File: src/rtl/va_hole_pkg.sv
package va_hole_pkg;
   typedef enum logic [1:0] {
      SRC_NONE  = 2'd0,
      SRC_FETCH = 2'd1,
      SRC_DATA  = 2'd2
   } fault_src_e;
endpackage

File: src/rtl/va_fault_capture.sv
module va_fault_capture #(
   parameter int VA_W   = 64,
   parameter int IMPL_W = 44
) (
   input  logic              clk,
   input  logic              rst_n,
   input  logic              fetch_hit,
   input  logic [VA_W-1:0]   fetch_va,
   input  logic              data_hit,
   input  logic [VA_W-1:0]   data_va,
   output logic [IMPL_W-1:0] fault_addr
);
   import va_hole_pkg::*;

   fault_src_e        src;
   logic [IMPL_W-1:0] addr_q;

   always_comb begin
      if (fetch_hit)     src = SRC_FETCH;
      else if (data_hit) src = SRC_DATA;
      else               src = SRC_NONE;
   end

   always_ff @(posedge clk) begin
      if (!rst_n) addr_q <= '0;
      else begin
         case (src)
            SRC_FETCH: addr_q <= fetch_va[IMPL_W-1:0];
            SRC_DATA:  addr_q <= data_va[IMPL_W-1:0];
            default:   addr_q <= addr_q;
         endcase
      end
   end

   assign fault_addr = addr_q;

   logic unused_hi;
   assign unused_hi = ^{fetch_va[VA_W-1:IMPL_W], data_va[VA_W-1:IMPL_W]};
endmodule

File: config.mk
export PLATFORM = sky130hd
export DESIGN_NAME = va_fault_capture
export DESIGN_NICKNAME = d
export VERILOG_FILES = /design/src/rtl/va_hole_pkg.sv /design/src/rtl/va_fault_capture.sv
export SDC_FILE = /design/constraint.sdc
export NUM_CORES = 1
export LEC_CHECK = 0
export CAP_MARGIN = 0
export CORE_UTILIZATION = 37
export DETAILED_ROUTE_END_ITERATION = 8
export GPL_ROUTABILITY_DRIVEN = 0
export PLACE_DENSITY = 0.93
export SYNTH_ARGS = -nofsm -noshare
export SYNTH_HDL_FRONTEND = slang
export SYNTH_SLANG_ARGS = --single-unit
File: constraint.sdc
create_clock -name clk -period 2.21 [get_ports clk]
set_input_delay 0.442 -clock clk [delete_from_list [all_inputs] [get_ports clk]]
set_output_delay 0.442 -clock clk [all_outputs]
set_load 0.01 [all_outputs]
==> results_dict.tcl <==
set metrics [dict create \
    largest_reg_flops 44 \
    drt-pass1-iter-count 4 \
    cp.required_ps 1770 \
    worstSetupEndpointType "output port" \
    hold_viol 0 \
    wire_per_inst_um 15.3 \
    ant_nets 0 \
    syn_area_um2 2410 \
    fill_cells 550 \
    area_growth_pct 59.5 \
    postLayoutSetupSlackWorst_ps 582 \
    cp.arrival_ps 1190 \
    finalCritPeriodShare_pct 73.7 \
    synth_warnings 0 \
    place_hpwl_um 4300 \
    p_per_area_nw_per_um2 520 \
    rsz0062_at_grt "false" \
    critPathMaxFanout 2 \
    crit_buf_inv 1 \
    yosys.cell_types.count 10 \
    cts_sinks 44 \
    p_leak_nw 1.88 \
    synth_area_leaders "dfxtp_1 (37%), mux2_4 (25%), o211a_1 (18%), nand2b_1 (8.3%), or2b_1 (3.7%)" \
    finalPower_mw 2.00 \
    pwr-share-comb_pct 29.0 \
    post_cts_buffers 0 \
    worst_pin_slew_ps 477 \
    cp_cell_sequence "clkdlybuf4s50_1" \
    fmax_ghz 0.614 \
    diodes 0 \
    io_pins 176 \
    intPower_mw 1.54 \
    switching_share_pct 23.1 \
    p_clk_share_pct 26.7 \
    wl_um 6070 \
    grtUsageMet3_pct 4.18 \
    dp_slack_ps 561 \
    grt.overflow.total 0 \
    slew_viol_final 0 \
    coreArea_um2 6310 \
    final_cell_area_um2 3840 \
    cp_slowest_stage_delay_ps 560 \
    drive_gt1_share_pct 17.4 \
    synth_top_area_share_pct 36.6 \
    placementRows 29 \
    dr_total_vias 1969 \
    final_cell_mix "clkdlybuf4s50_1 (133), o211a_1 (44), dfxtp_1 (44)" \
    skew_ps 0 \
    grt_max_degree 89 \
    drc_errors 0 \
    cap_viol_max_count 0 \
    pwr-share-seq_pct 44.3 \
    mostFrequentLayoutCell "clkdlybuf4s50_1" \
    yosysSeqAreaShare_pct 36.6 \
    nets 453 \
    use_met2_pct 32.2 \
    tritoncts "yes" \
    tns_ps 0 \
    start_kind "flip-flop" \
    syn_nets 327 \
    hold_path.class "reg2reg" \
    die_width_um 82.7 \
    finalCoreUtilization_pct 60.8 \
    cts_buffers 5 \
    fp.dieArea_um2 6830 \
    clock_path_buffers 2 \
    irDropWorstVdd_v 0.000266 \
    die_h_um 82.7 \
    busiest_layer "met2" \
    outcome "finished clean" \
    cts_resized 0 \
    slowest_stage "clkdlybuf4s50_1" \
    relSlewSlack_pct 68.2 \
    cp_top_family "buffers and inverters" \
    grt_usage_pct 16.7 \
    port_buffers 135 \
    period_needed_ps 1630 \
    path_class "reg2out" \
    ys_ff_latch 44 \
    clkTransAtPathRegs_ps 80 \
    antenna_found_initial 0 \
    place_area_um2 3740 \
    finalSetupViolCount 0 \
    h-tree-depth 2 \
    cts_hold_buffers 0 \
    start_util_pct 38.1 \
    syn-instance-count 195 \
    use_met1_pct 17.5 \
    p_switching_mw 0.462 \
    grt_pass1_vias 1932 \
    grt_pass1_wl_um 8690 \
    clk_latency_ps 280 \
    root_buffer "clkbuf_8" \
    drt_first_iter_violations 44 \
    vias_per_cell 4.95 \
    synth_top_area_cell "dfxtp_1" \
    syn_area_per_cell_um2 12.3 \
]
-- synthesized netlist by cell type --
library cell and number:
dfxtp_1 44, o211a_1 44, mux2_4 40, nand2b_1 32, or2b_1 12, clkbuf_1 9
buf_2 5, buf_12 4, mux2_2 4, buf_6 1
-- through the flow --
step | hold WS [ps] | std cells
finish | 607 | 398
global route | 634 | 398
CTS | 613 | 398
detailed placement | 594 | 391
global placement | 585 | 391
floorplan | 636 | 195
-- routing by layer --
layer / vias to the layer above / routed length [um]
met2: 63 / 3350
met3: 4 / 354
li1: 953 / -
met5: - / 0
met1: 949 / 2310
met4: 0 / 53
-- path summary, 6_finish.rpt --
kind	start	end	slack, ps	cells after the start
min	fault_addr[38]	fault_addr[38]	610	2
max	fault_addr[27]	fault_addr[27]	580	1
max reg2reg	fault_addr[7]	fault_addr[7]	1300	2
min reg2reg	fault_addr[38]	fault_addr[38]	610	2
-- worst min-delay path, stage by stage (launching register included) --
cell and delay [ps]:
dfxtp_1 330, mux2_2 140, o211a_1 120
-- logic make-up after synthesis --
logic type	count (synthesis)	share of synthesized area, %
and+or+nand+nor	44	12.1
buffers and inverters	19	6.24
DFF	44	36.6
AOI/OAI and AO/OA	44	18.3
muxes	44	26.8
-- final cells by class --
cell class / instances / area (um2) / share of cell area [%]
Clock buffer: 7 / 96.3 / 2.51
Multi-Input combinational cell: 132 / 1380 / 35.9
Sequential cell: 44 / 881 / 22.9
Tap cell: 77 / 96.3 / 2.51
Timing Repair Buffer: 138 / 1390 / 36.2
-- power groups by stage --
| stage | Sequential, mW | Combinational [mW] | Clock [mW] |
|---|---|---|---|
| finish | 0.885 | 0.578 | 0.534 |
| global route | 0.893 | 0.619 | 0.601 |
| CTS | 0.886 | 0.586 | 0.562 |
| detailed placement | 0.904 | 0.584 | 0 |
| global placement | 0.898 | 0.567 | 0 |
| floorplan | 0.930 | 0.256 | 0 |
(Power assumes the default switching activity.)
